`config.mk`:
```
export PLATFORM = sky130hd
export DESIGN_NAME = inv_fault_ctrl
export DESIGN_NICKNAME = d
export VERILOG_FILES = /design/src/rtl/inv_fault_pkg.sv /design/src/rtl/oc_blanker.sv /design/src/rtl/flt_sequencer.sv /design/src/rtl/phase_gate.sv /design/src/rtl/inv_fault_ctrl.sv
export SDC_FILE = /design/constraint.sdc
export NUM_CORES = 1
export LEC_CHECK = 0
export BUFFER_PORTS_ARGS = -buffer_cell sky130_fd_sc_hd__buf_4
export CORE_MARGIN = 8
export CORE_UTILIZATION = 40
export DETAILED_ROUTE_END_ITERATION = 10
export GPL_TIMING_DRIVEN = 0
export SLEW_MARGIN = 10
export SYNTH_ARGS = -nofsm -noshare
export SYNTH_HDL_FRONTEND = slang
export SYNTH_HIERARCHICAL = 1
export SYNTH_SLANG_ARGS = --single-unit
```
`constraint.sdc`:
```
create_clock -name clk -period 4.2 [get_ports clk]
set_clock_uncertainty 0.1 [all_clocks]
set_input_delay 0.42 -clock clk [delete_from_list [all_inputs] [get_ports clk]]
set_output_delay 0.42 -clock clk [all_outputs]
set_load 0.02 [all_outputs]
```
`src/rtl/inv_fault_pkg.sv`:
```
// Package: shared types for the inverter fault controller.
// Assumes: nothing beyond IEEE 1800-2017.
package inv_fault_pkg;
    // Fault sequencer states.
    typedef enum logic [1:0] {
        FS_RUN   = 2'd0,
        FS_HOLD  = 2'd1,
        FS_CLEAR = 2'd2
    } flt_state_t;
endpackage

```
`src/rtl/oc_blanker.sv`:
```
// Module: oc_blanker
// Opens a blanking window of BLANK_CYC cycles in the cycle in which any
// low-side gate output rises, and passes oc_trip on only outside it.
// Assumes: lo_gate is a registered signal; BLANK_CYC >= 1.
module oc_blanker #(
    parameter int NPH       = 3,
    parameter int BLANK_CYC = 100
) (
    input  logic           clk,
    input  logic           rst_n,
    input  logic [NPH-1:0] lo_gate,
    input  logic           oc_trip,
    output logic           oc_hit
);
    localparam int BW = $clog2(BLANK_CYC + 1);

    logic [NPH-1:0] lo_q;
    logic [BW-1:0]  cnt;
    logic           rise;
    logic           blank;

    // Detect a new low-side turn-on and merge it with the running window.
    always_comb begin
        rise  = |(lo_gate & ~lo_q);
        blank = rise | (cnt != '0);
        oc_hit = oc_trip & ~blank;
    end

    // Track low-side outputs and count down the rest of the window.
    always_ff @(posedge clk) begin
        if (!rst_n) begin
            lo_q <= '0;
            cnt  <= '0;
        end else begin
            lo_q <= lo_gate;
            if (rise)
                cnt <= BW'(BLANK_CYC - 1);
            else if (cnt != '0)
                cnt <= cnt - 1'b1;
        end
    end
endmodule

```
`src/rtl/flt_sequencer.sv`:
```
// Module: flt_sequencer
// Holds the fault while a cause is present, then counts CLR_TICKS ticks
// with no cause before it returns to run. A cause during counting restarts it.
// Assumes: oc_hit is already blanked; ls_uv and oc_trip are synchronous.
module flt_sequencer
    import inv_fault_pkg::*;
#(
    parameter int CLR_TICKS = 18000
) (
    input  logic clk,
    input  logic rst_n,
    input  logic tick,
    input  logic oc_hit,
    input  logic oc_trip,
    input  logic ls_uv,
    output logic fault_n
);
    localparam int CW = (CLR_TICKS > 1) ? $clog2(CLR_TICKS) : 1;
    localparam logic [CW-1:0] LAST = CW'(CLR_TICKS - 1);

    flt_state_t    state;
    logic [CW-1:0] cnt;
    logic          cause;

    // A fault persists while the comparator or the low-side supply is bad.
    assign cause   = oc_trip | ls_uv;
    assign fault_n = (state == FS_RUN);

    // State and clear-time counter.
    always_ff @(posedge clk) begin
        if (!rst_n) begin
            state <= FS_RUN;
            cnt   <= '0;
        end else begin
            case (state)
                FS_RUN: begin
                    if (oc_hit | ls_uv) state <= FS_HOLD;
                end
                FS_HOLD: begin
                    if (!cause) begin
                        state <= FS_CLEAR;
                        cnt   <= '0;
                    end
                end
                FS_CLEAR: begin
                    if (cause) begin
                        state <= FS_HOLD;
                    end else if (tick) begin
                        if (cnt == LAST) state <= FS_RUN;
                        else             cnt   <= cnt + 1'b1;
                    end
                end
                default: state <= FS_HOLD;
            endcase
        end
    end
endmodule

```
`src/rtl/phase_gate.sv`:
```
// Module: phase_gate
// One inverter leg: registers the two gate outputs, blocks shoot-through
// and re-arms each gate only on a fresh rising edge of its command.
// Assumes: dis is high whenever this leg must be off.
module phase_gate (
    input  logic clk,
    input  logic rst_n,
    input  logic dis,
    input  logic hi_cmd,
    input  logic lo_cmd,
    output logic hi_gate,
    output logic lo_gate
);
    logic hi_q, lo_q, hi_arm, lo_arm;
    logic hi_arm_nx, lo_arm_nx;

    // An arm survives while enabled; a command rising edge sets it.
    always_comb begin
        hi_arm_nx = ~dis & (hi_arm | (hi_cmd & ~hi_q));
        lo_arm_nx = ~dis & (lo_arm | (lo_cmd & ~lo_q));
    end

    // Register command history, arms and gate outputs.
    always_ff @(posedge clk) begin
        if (!rst_n) begin
            hi_q    <= 1'b1;
            lo_q    <= 1'b1;
            hi_arm  <= 1'b0;
            lo_arm  <= 1'b0;
            hi_gate <= 1'b0;
            lo_gate <= 1'b0;
        end else begin
            hi_q    <= hi_cmd;
            lo_q    <= lo_cmd;
            hi_arm  <= hi_arm_nx;
            lo_arm  <= lo_arm_nx;
            hi_gate <= hi_arm_nx & hi_cmd & ~lo_cmd;
            lo_gate <= lo_arm_nx & lo_cmd & ~hi_cmd;
        end
    end
endmodule

```
`src/rtl/inv_fault_ctrl.sv`:
```
// Module: inv_fault_ctrl (top)
// Collects the protection inputs of a three-phase gate driver, runs the
// fault sequence and gates the six outputs.
// Assumes: all inputs are synchronous to clk; tick is a one-cycle enable.
module inv_fault_ctrl #(
    parameter int NPH       = 3,
    parameter int BLANK_CYC = 100,
    parameter int CLR_TICKS = 18000
) (
    input  logic           clk,
    input  logic           rst_n,
    input  logic           tick,
    input  logic           oc_trip,
    input  logic           ls_uv,
    input  logic [NPH-1:0] hs_uv,
    input  logic           flt_pin_in,
    input  logic [NPH-1:0] hi_cmd,
    input  logic [NPH-1:0] lo_cmd,
    output logic [NPH-1:0] hi_gate,
    output logic [NPH-1:0] lo_gate,
    output logic           fault_n,
    output logic           gate_off
);
    logic oc_hit;

    // Over-current filter keyed to low-side turn-on.
    oc_blanker #(.NPH(NPH), .BLANK_CYC(BLANK_CYC)) u_blank (
        .clk(clk), .rst_n(rst_n), .lo_gate(lo_gate),
        .oc_trip(oc_trip), .oc_hit(oc_hit)
    );

    // Fault hold and timed clear.
    flt_sequencer #(.CLR_TICKS(CLR_TICKS)) u_seq (
        .clk(clk), .rst_n(rst_n), .tick(tick), .oc_hit(oc_hit),
        .oc_trip(oc_trip), .ls_uv(ls_uv), .fault_n(fault_n)
    );

    // Global disable: internal fault or an outside pull on the pin.
    assign gate_off = ~fault_n | ~flt_pin_in;

    // One leg per phase, each also stopped by its own supply monitor.
    for (genvar i = 0; i < NPH; i++) begin : g_leg
        phase_gate u_leg (
            .clk(clk), .rst_n(rst_n), .dis(gate_off | hs_uv[i]),
            .hi_cmd(hi_cmd[i]), .lo_cmd(lo_cmd[i]),
            .hi_gate(hi_gate[i]), .lo_gate(lo_gate[i])
        );
    end
endmodule

```
==> out/qor.txt, run 1 <==
Final Hold Violating Endpoints -> 0
Setup Buffers After CTS -> 0
max incr delay on CP -> 0.55 ns
TritonCTS Sinks -> 45
die outline height -> 89.65 um
cell-internal power -> 0.0007773 W
largest net degree at the start of global routing -> 23
Filler Cell Count -> 526
Data required, critical path -> 4.29 ns
Slew headroom -> 49.91%
Worst EP arrival -> 2.50 ns
crit-path max FO -> 10
Placer Congestion -> 0.9509
total number of vias -> 1711
net count after synthesis -> 246
Ant. Diodes -> 0
CTS Buffer Depth -> 2
Worst-Skew Late Latency -> 0.30 ns
status -> completed
residual DRC count -> 0
worst vdd ir -> 0.0002193 V
CTS buffer count -> 5
fin area -> 2545 um2
CTS tree -> done
Die W -> 89.65 um
layout cells sized above 1 -> 18.60%
Final Max Slew Viols -> 0
Std-Cell Rows -> 27
Clk pwr share -> 31.5%
P_leak -> 0.9756 nW
first-pass GRT wire length -> 7.410 mm
drt first-iter violations -> 107
Initial Util -> 40.39%
area post-placement -> 2425 um2
Sw Share -> 28.18%
syn avg cell area -> 9.516 um2
routed vias/inst -> 5.185
Seq pwr share -> 45.0%
CP endpoint kind -> flop
endpoints failing setup -> 0
sequential cell area fraction in the yosys report -> 41.52%
Cells after Synth -> 228
synth unique cells -> 50
H-tree Lvls -> 2
Die ar. -> 8036 um2
IO buf count -> 22
Max Cap Viol -> 0
EDFF count, synth -> 0
f_max -> 416.0 MHz
Worst path slowest cell -> or4bb_1
Wirelength per Cell -> 13.50 um
#FFs+latches synth -> 45
total negative slack -> 0 ns
post-cts sizing count -> 0
HPWL Detailed -> 3.227 mm
synthesis-to-finish area growth -> 17.30%
# hold bufs at CTS -> 0
total iterations of the first detailed-routing run -> 4
top_reg_cell synth -> dfxtp_1
Async SR Flop Fraction -> 0%
period utilization -> 57.24%
vias in the first global route -> 1606
gr ovfl total -> 0
Hold Crit Class -> in -> reg
Util after Layout -> 47.38%
I/O pin count -> 23
switching power -> 0.0003050 W
core area -> 5371 um2
Period minus WS final -> 2.404 ns
number of routed nets with antenna violations -> 0
Clock transition at path regs -> 0.09 ns
initial antenna violation count -> 0
unrepaired setup endpoints after global routing -> no
post-synthesis cell area -> 2170 um2
Yosys Warn Count -> 6
GRT Resource Usage Total -> 11.98%
hold_ws -> 0.2129 ns
final net count -> 275
worst-margin pin slew -> 0.7513 ns
Comb pwr share -> 23.5%
Pwr per Cell Area -> 425.3 nW/um2
kind of start point of the critical path -> flop
WL final -> 4.455 mm
critical path type -> reg -> reg
clk root buf -> clkbuf_8
CP cell instances -> ha_1, or4bb_1, nor4_4, or2_2, buf_6, nor3_1, a311o_1
## area by class of cell
class                   instances  area (um2)  area share, %
flip-flops and latches         45       900.9          35.40
clock inverters                 2       37.54          1.475
plain buffers                   5       27.53          1.082
well taps                      72       90.09          3.540
clock buffers                   6       82.58          3.245
repair buffers                 22       165.2          6.490
multi-input cells             155        1155          45.38
inverters                      23       86.33          3.392
## critical path, delay by kind of cell, from the launching register on
family	cells	cell delay, ns
flops	1	0.42
fa+ha+maj	1	0.25
simple gates	4	1.07
buf+inv	1	0.15
compound gates	1	0.31
## synthesized netlist by cell type, types with 3 or more instances
cell type	number	area, um2
a2111oi_4	6	165.2
a21oi_1	10	50.05
and2_1	4	25.02
and3_1	6	37.54
clkbuf_1	3	11.26
dfxtp_1	45	900.9
ha_1	3	37.54
inv_1	23	86.33
mux2i_1	3	30.03
nand2_1	21	78.83
nand2b_1	12	75.07
nand2b_4	3	41.29
nand3_1	13	65.06
nand3b_1	3	22.52
nand4_1	4	25.02
nand4b_1	3	26.28
nor2_1	10	37.54
nor3_1	6	30.03
nor4_1	5	31.28
o211a_1	3	30.03
o21ai_0	3	15.01
xnor2_1	4	35.03
## final timing paths
check                 startpoint                      to  slack (ns)  cells past startpoint
max                 u_seq/cnt[0]           u_seq/cnt[13]        1.80                      7
min                    hi_cmd[2]  g_leg[2].u_leg/lo_gate        0.21                      2
max reg2reg         u_seq/cnt[0]           u_seq/cnt[13]        1.80                      7
min reg2reg  g_leg[0].u_leg/hi_q  g_leg[0].u_leg/hi_gate        0.39                      1
## through the flow
| stage | power (W) | cells | worst slack [ns] |
|---|---|---|---|
| 2_1_floorplan | 0.0006910 | 228 | 2.006 |
| 3_3_place_gp | 0.0007508 | 322 | 1.829 |
| 3_5_place_dp | 0.0007509 | 322 | 1.823 |
| 4_1_cts | 0.001098 | 330 | 1.804 |
| 5_1_grt | 0.001152 | 330 | 1.660 |
| 6_report | 0.001082 | 330 | 1.796 |
## power by group through the flow
| stage | registers (W) | logic (W) | clock network (W) |
|---|---|---|---|
| after floorplan | 0.000491 | 0.000200 | 0 |
| after global placement | 0.000497 | 0.000254 | 0 |
| after detailed placement | 0.000497 | 0.000254 | 0 |
| after CTS | 0.000487 | 0.000257 | 0.000355 |
| after global routing | 0.000493 | 0.000286 | 0.000373 |
| final | 0.000487 | 0.000254 | 0.000341 |
## placed cells by master (no fill, tap or decap), drive strengths merged, types with 2 or more instances in the layout
master,synthesis,routed
or4,3,3
nor3,6,6
buf,2,24
nand2,21,21
a21oi,10,10
nand3,13,13
a21boi,3,3
inv,23,23
dfxtp,45,45
and2,4,4
o211a,3,3
mux2i,3,3
nand4,4,4
nand4b,3,3
nand2b,15,15
nand3b,3,3
a2111oi,6,6
nor2b,2,2
xnor2,4,4
nor2,11,11
or3,2,2
clkbuf,3,9
ha,3,3
o41ai,2,2
o21ai,3,3
and3,6,6
and4,2,2
a211o,2,2
o31ai,2,2
nor4,6,6
## cells by family (layout without fill, tap and decap cells)
group                      count (synthesis)  after routing  share of synthesized area [%]
DFF                                       45             45                          41.52
AOI/OAI and AO/OA                         39             39                          18.57
muxes                                      4              4                          1.903
adders and majority gates                  3              3                          1.730
xor gates and xnor gates                   5              5                          2.018
buffers and inverters                     28             58                          5.248
and+or+nand+nor                          104            104                          29.01
## per-layer routing
layer / GRT usage (%) / vias to the layer above / wire (um)
met4: 4.079 / 0 / 45
met5: 0 / - / 0
met1: 15.51 / 789 / 2120
met3: 2.912 / 6 / 247
met2: 18.92 / 42 / 2040
li1: - / 874 / -
## state kept, by name, summed over array words and instances, names as in the netlist
register,cells
g_leg.u_leg/hi_q,3
g_leg.u_leg/lo_arm,3
g_leg.u_leg/lo_q,3
g_leg.u_leg/hi_arm,3
u_seq/state,2
g_leg.u_leg/lo_gate,3
u_blank/lo_q,3
u_seq/cnt,15
g_leg.u_leg/hi_gate,3
u_blank/cnt,7
Note: power is estimated with default switching activity, not from simulation.
==> run 2: changes to the inputs <==
--- a/config.mk
+++ b/config.mk
@@ -5,6 +5,7 @@
 export SDC_FILE = /design/constraint.sdc
 export NUM_CORES = 1
 export LEC_CHECK = 0
+export ABC_AREA = 1
 export BUFFER_PORTS_ARGS = -buffer_cell sky130_fd_sc_hd__buf_4
 export CORE_MARGIN = 8
 export CORE_UTILIZATION = 40
==> constraint.sdc (replaced) <==
create_clock -name clk -period 2.5 [get_ports clk]
set_clock_uncertainty 0.1 [all_clocks]
set_input_delay 0.25 -clock clk [delete_from_list [all_inputs] [get_ports clk]]
set_output_delay 0.25 -clock clk [all_outputs]
set_load 0.02 [all_outputs]
==> out/qor.txt, run 2 <==
Worst Hold Launch -> lo_cmd[0]
CP endpoint kind -> flop
max reg flops -> 15
max incr delay on CP -> 0.35 ns
crit-path max FO -> 7
switching power -> 0.0006222 W
Comb pwr share -> 27.8%
CP cell instances -> inv_1, nor2_2, nand2_1, inv_1, nand2_1, a21oi_2, nand3_1, a21oi_1
largest net degree at the start of global routing -> 24
IO buf count -> 22
Hold Crit Class -> in -> reg
TritonCTS Sinks -> 45
layout cells sized above 1 -> 15.47%
Clk pwr share -> 29.3%
synthesis-to-finish area growth -> 16.51%
Wirelength per Cell -> 10.55 um
H-tree Lvls -> 2
sequential cell area fraction in the yosys report -> 39.63%
# hold bufs at CTS -> 0
total number of vias -> 2031
kind of start point of the critical path -> flop
r2r setup slk -> 0.87 ns
clk root buf -> clkbuf_8
worst reg2reg path endpoint -> u_seq/cnt[14]
biggest area consumer among synthesized cells -> dfxtp_1
worst r2r src -> u_seq/state[1]
vias in the first global route -> 1883
post-synthesis cell area -> 2273 um2
Initial Util -> 41.29%
HPWL Detailed -> 3.563 mm
f_max -> 613.5 MHz
routed vias/inst -> 4.544
post-cts sizing count -> 0
commonest cells after routing, fill and taps aside -> nand2_1, inv_1, nor2_1, dfxtp_1, nand3_1
CTS tree -> done
Most flops, register -> u_seq/cnt
Ant. Diodes -> 0
Hold Path Cell Cnt -> 3
worst reg2reg path depth -> 8
#FFs+latches synth -> 45
CTS buffer count -> 5
Pwr per Cell Area -> 736.2 nW/um2
top cell type's share of synthesized area -> 39.63%
Async SR Flop Fraction -> 0%
total power -> 0.001950 W
worst hold endpoint -> g_leg[0].u_leg/lo_q
total negative slack -> 0 ns
Cells after Synth -> 345
synth unique cells -> 28
critical path type -> reg -> reg
gr ovfl total -> 0
Worst-Skew Late Latency -> 0.29 ns
Slew headroom -> 64.68%
period utilization -> 65.20%
Util after Layout -> 48.10%
Cells after DPL -> 439
drt first-iter violations -> 79
EDFF count, synth -> 0
top cells by area, synth -> dfxtp_1, nand2_1, inv_1, nand3_1, nor2_1
fin cells -> 447
Worst path slowest cell -> dfxtp_1
WL final -> 4.714 mm
fin area -> 2649 um2
total iterations of the first detailed-routing run -> 4
residual DRC count -> 0
Yosys Warn Count -> 6
most common cell after layout, fill and taps aside -> nand2_1
core area -> 5507 um2
endpoints failing setup -> 0
cell-internal power -> 0.001328 W
Data required, critical path -> 2.62 ns
Sw Share -> 31.91%
Final Max Slew Viols -> 0
Filler Cell Count -> 588
Worst EP arrival -> 1.75 ns
Synth top cells by count -> nand2_1, inv_1, dfxtp_1, nor2_1, nand3_1
P_leak -> 1.237 nW
CTS Buffer Depth -> 2
Placer Congestion -> 0.8035
Die W -> 91.39 um
unrepaired setup endpoints after global routing -> no
I/O pin count -> 23
worst-margin pin slew -> 0.5298 ns
final net count -> 392
syn avg cell area -> 6.590 um2
Std-Cell Rows -> 27
number of routed nets with antenna violations -> 0
Setup Buffers After CTS -> 0
net count after synthesis -> 363
status -> completed
initial antenna violation count -> 0
most frequent cell after synthesis -> nand2_1
worst vdd ir -> 0.0003981 V
Die ar. -> 8352 um2
Seq pwr share -> 42.9%
Period minus WS final -> 1.630 ns
area post-placement -> 2529 um2
biggest regs -> u_seq/cnt (15), u_blank/cnt (7)
first-pass GRT wire length -> 8.321 mm
GRT Resource Usage Total -> 11.94%
die outline height -> 91.39 um
Max Cap Viol -> 0
top_reg_cell synth -> dfxtp_1
Final Hold Violating Endpoints -> 0
Clock transition at path regs -> 0.09 ns
[run 2: layout make-up]
cell class,count,area (um2),share of cell area (%)
multi-input combinational,233,1107,41.80
sequential,45,900.9,34.01
inverter,62,234.0,8.833
timing repair buffer,22,165.2,6.235
tap,72,90.09,3.401
clock buffer,6,82.58,3.118
clock inverter,2,37.54,1.417
buffer,5,31.28,1.181
[run 2: worst max-delay path by stage]
stage                          endpoint  depth (start not counted)      startpoint  slack (ns)
final                     u_seq/cnt[14]                          8  u_seq/state[1]        0.87
after global routing      u_seq/cnt[14]                          8  u_seq/state[1]        0.69
after CTS                  u_seq/cnt[9]                          9    u_seq/cnt[0]        0.86
after detailed placement  u_seq/cnt[10]                          9    u_seq/cnt[0]        0.87
after global placement    u_seq/cnt[10]                          9    u_seq/cnt[0]        0.89
after floorplan           u_seq/cnt[10]                          9    u_seq/cnt[0]        1.01
[run 2: kinds of logic (layout without fill, tap and decap cells)]
logic type / count (synthesis) / count (layout) / share of synthesized area, %
AND/OR/NAND/NOR: 203 / 203 / 39.96
buffers and inverters: 67 / 97 / 11.67
flip-flops: 45 / 45 / 39.63
AO/OA/AOI/OAI: 25 / 25 / 6.329
adder cells (fa/ha/maj): 3 / 3 / 1.651
XOR/XNOR: 2 / 2 / 0.7706
[run 2: worst max-delay path: cells and delay by family, from the launching register on]
kind | cells | cell delay [ns]
AO/OA/AOI/OAI | 2 | 0.46
buffers and inverters | 2 | 0.15
flip-flops | 1 | 0.35
AND/OR/NAND/NOR | 4 | 0.50
[run 2: per-stage QoR]
stage / setup slack [ns] / hold slack, ns
2_1_floorplan: 1.011 / 0.2187
3_3_place_gp: 0.8903 / 0.3265
3_5_place_dp: 0.8727 / 0.3408
4_1_cts: 0.8590 / 0.05012
5_1_grt: 0.6860 / 0.05571
6_report: 0.8699 / 0.05981
[run 2: power groups by stage]
stage          combinational [W]  sequential [W]  clock, W
2_1_floorplan           0.000442        0.000845         0
3_3_place_gp            0.000539        0.000853         0
3_5_place_dp            0.000544        0.000855         0
4_1_cts                 0.000550        0.000838  0.000596
5_1_grt                 0.000630        0.000847  0.000616
6_report                0.000543        0.000836  0.000571
[run 2: metal layers]
layer	GRT usage [%]	vias to the layer above	share of wire [%]
met3	3.539	2	3.8
met1	14.18	900	48
met4	3.138	0	0.64
met5	0	-	0
met2	20.35	21	47
li1	-	1108	-
==> run 3: changes to the inputs <==
==> constraint.sdc (replaced) <==
create_clock -name clk -period 1.65 [get_ports clk]
set_clock_uncertainty 0.1 [all_clocks]
set_input_delay 0.165 -clock clk [delete_from_list [all_inputs] [get_ports clk]]
set_output_delay 0.165 -clock clk [all_outputs]
set_load 0.02 [all_outputs]
==> out/qor.txt, run 3 (same netlist as run 2, synthesis figures left out) <==
Clk pwr share -> 28.8%
CP Buf/Inv Count -> 1
Slew headroom -> 64.62%
Comb pwr share -> 28.9%
f_max -> 657.3 MHz
final net count -> 399
first-pass GRT wire length -> 8.438 mm
gr ovfl total -> 0
number of routed nets with antenna violations -> 0
Clock transition at path regs -> 0.09 ns
CP endpoint kind -> flop
initial antenna violation count -> 0
die outline height -> 91.39 um
worst-margin pin slew -> 0.5307 ns
core area -> 5507 um2
Worst path slowest cell -> dfxtp_4
synthesis-to-finish area growth -> 22.51%
Std-Cell Rows -> 27
P_leak -> 1.273 nW
Die W -> 91.39 um
vias in the first global route -> 1889
status -> completed
residual DRC count -> 0
critical path type -> reg -> reg
final worst slack -> 0.1285 ns
Max Cap Viol -> 0
total iterations of the first detailed-routing run -> 4
total number of vias -> 2082
switching power -> 0.0009688 W
cell-internal power -> 0.002049 W
total negative slack -> 0 ns
Final Max Slew Viols -> 0
layout cells sized above 1 -> 19.90%
Wirelength per Cell -> 10.56 um
Period minus WS final -> 1.521 ns
CTS tree -> done
Final Hold Violating Endpoints -> 0
Worst EP arrival -> 1.61 ns
TritonCTS Sinks -> 45
Data required, critical path -> 1.74 ns
kind of start point of the critical path -> flop
drt first-iter violations -> 77
period utilization -> 92.21%
Die ar. -> 8352 um2
CP dominant cell by count -> nand2_2
clk root buf -> clkbuf_8
H-tree Lvls -> 2
Sw Share -> 32.10%
CTS Buffer Depth -> 2
CP cell instances -> ha_4, nand3_4, nor2_4, nand2_2, nand2_2, nand2_2, buf_8, a21oi_1, nor2_1
Most flops, register -> u_seq/cnt
Initial Util -> 41.29%
max incr delay on CP -> 0.38 ns
dpl ws -> 0.02267 ns
routed vias/inst -> 4.586
most common cell after layout, fill and taps aside -> nand2_1
commonest cells after routing, fill and taps aside -> nand2_1, inv_1, nor2_1, nand3_1, dfxtp_1
largest net degree at the start of global routing -> 24
Placer Congestion -> 0.8035
I/O pin count -> 23
Pwr per Cell Area -> 1084 nW/um2
Worst-Skew Late Latency -> 0.29 ns
HPWL Detailed -> 3.563 mm
endpoints failing setup -> 0
CP top delay family -> simple AND/OR/NAND/NOR gates
max reg flops -> 15
worst vdd ir -> 0.0006265 V
IO buf count -> 22
Hold Crit Class -> in -> reg
WL final -> 4.795 mm
CTS buffer count -> 5
Filler Cell Count -> 579
crit-path max FO -> 10
Seq pwr share -> 42.3%
Ant. Diodes -> 0
GRT Resource Usage Total -> 12.09%
biggest regs -> u_seq/cnt (15), u_blank/cnt (7)
[run 3: cell count changes in the layout (fill, tap and decap cells not counted), moves of 4 or more]
cell	before	now
dlygate4sd3_1	0	6
dfxtp_1	45	34
nor2_4	3	7
inv_2	0	4
nor2_2	7	3
inv_1	60	56
dfxtp_2	0	10
[run 3: final cells by class]
type                       instances  area, um2  area share [%]
tap                               72      90.09           3.235
timing repair buffer              29      232.7           8.356
buffer                             5      36.28           1.303
inverter                          62      234.0           8.401
multi-input combinational        233       1155           41.46
clock buffer                       6      82.58           2.965
sequential                        45      917.1           32.93
clock inverter                     2      37.54           1.348
[run 3: power by group through the flow]
stage	Sequential, W	Clock, W	Combinational, W
2_1_floorplan	0.00128	0	0.000670
3_3_place_gp	0.00129	0	0.000816
3_5_place_dp	0.00130	0	0.000825
4_1_cts	0.00127	0.000903	0.000844
5_1_grt	0.00129	0.000934	0.00101
6_report	0.00128	0.000868	0.000873
[run 3: per-layer routing]
metal / track usage, % / vias to the layer above / wire length (um)
met3: 3.539 / 2 / 192
met5: 0 / - / 0
met4: 3.138 / 0 / 30
li1: - / 1123 / -
met2: 20.41 / 22 / 2322
met1: 14.56 / 935 / 2249
[run 3: worst paths after layout]
kind	start	to	slack, ns	cells past startpoint
min reg2reg	g_leg[0].u_leg/lo_gate	u_blank/lo_q[0]	0.36	2
max reg2reg	u_seq/cnt[0]	u_seq/cnt[10]	0.13	9
min	rst_n	g_leg[0].u_leg/lo_q	0.07	2
max	u_seq/cnt[0]	u_seq/cnt[10]	0.13	9
[run 3: metrics by stage]
step | cells | util, % | power, W | instance area, um2 | hold slack, ns
3_3_place_gp | 439 | 45.92 | 0.002108 | 2529 | 0.2788
3_5_place_dp | 439 | 45.92 | 0.002120 | 2529 | 0.2761
5_1_grt | 454 | 50.58 | 0.003235 | 2785 | 0.07719
4_1_cts | 453 | 49.19 | 0.003016 | 2709 | 0.06727
6_report | 454 | 50.58 | 0.003018 | 2785 | 0.07075
2_1_floorplan | 345 | - | 0.001950 | 2273 | 0.1337
[run 3: worst reg2reg max path: stages, from the launching register on]
cell and delay (ns):
dfxtp_4 0.38, ha_4 0.16, nand3_4 0.09, nor2_4 0.13, nand2_2 0.07, nand2_2 0.08, nand2_2 0.08, buf_8 0.16
a21oi_1 0.13, nor2_1 0.05
[run 3: timing repair]
action                                  in CTS  in global routing
endpoints found under the setup margin       0                 16
setup buffers                                0                  1
hold buffers                                 6                  0
resized for setup                            0                 27
hold endpoints to repair                     6                  0
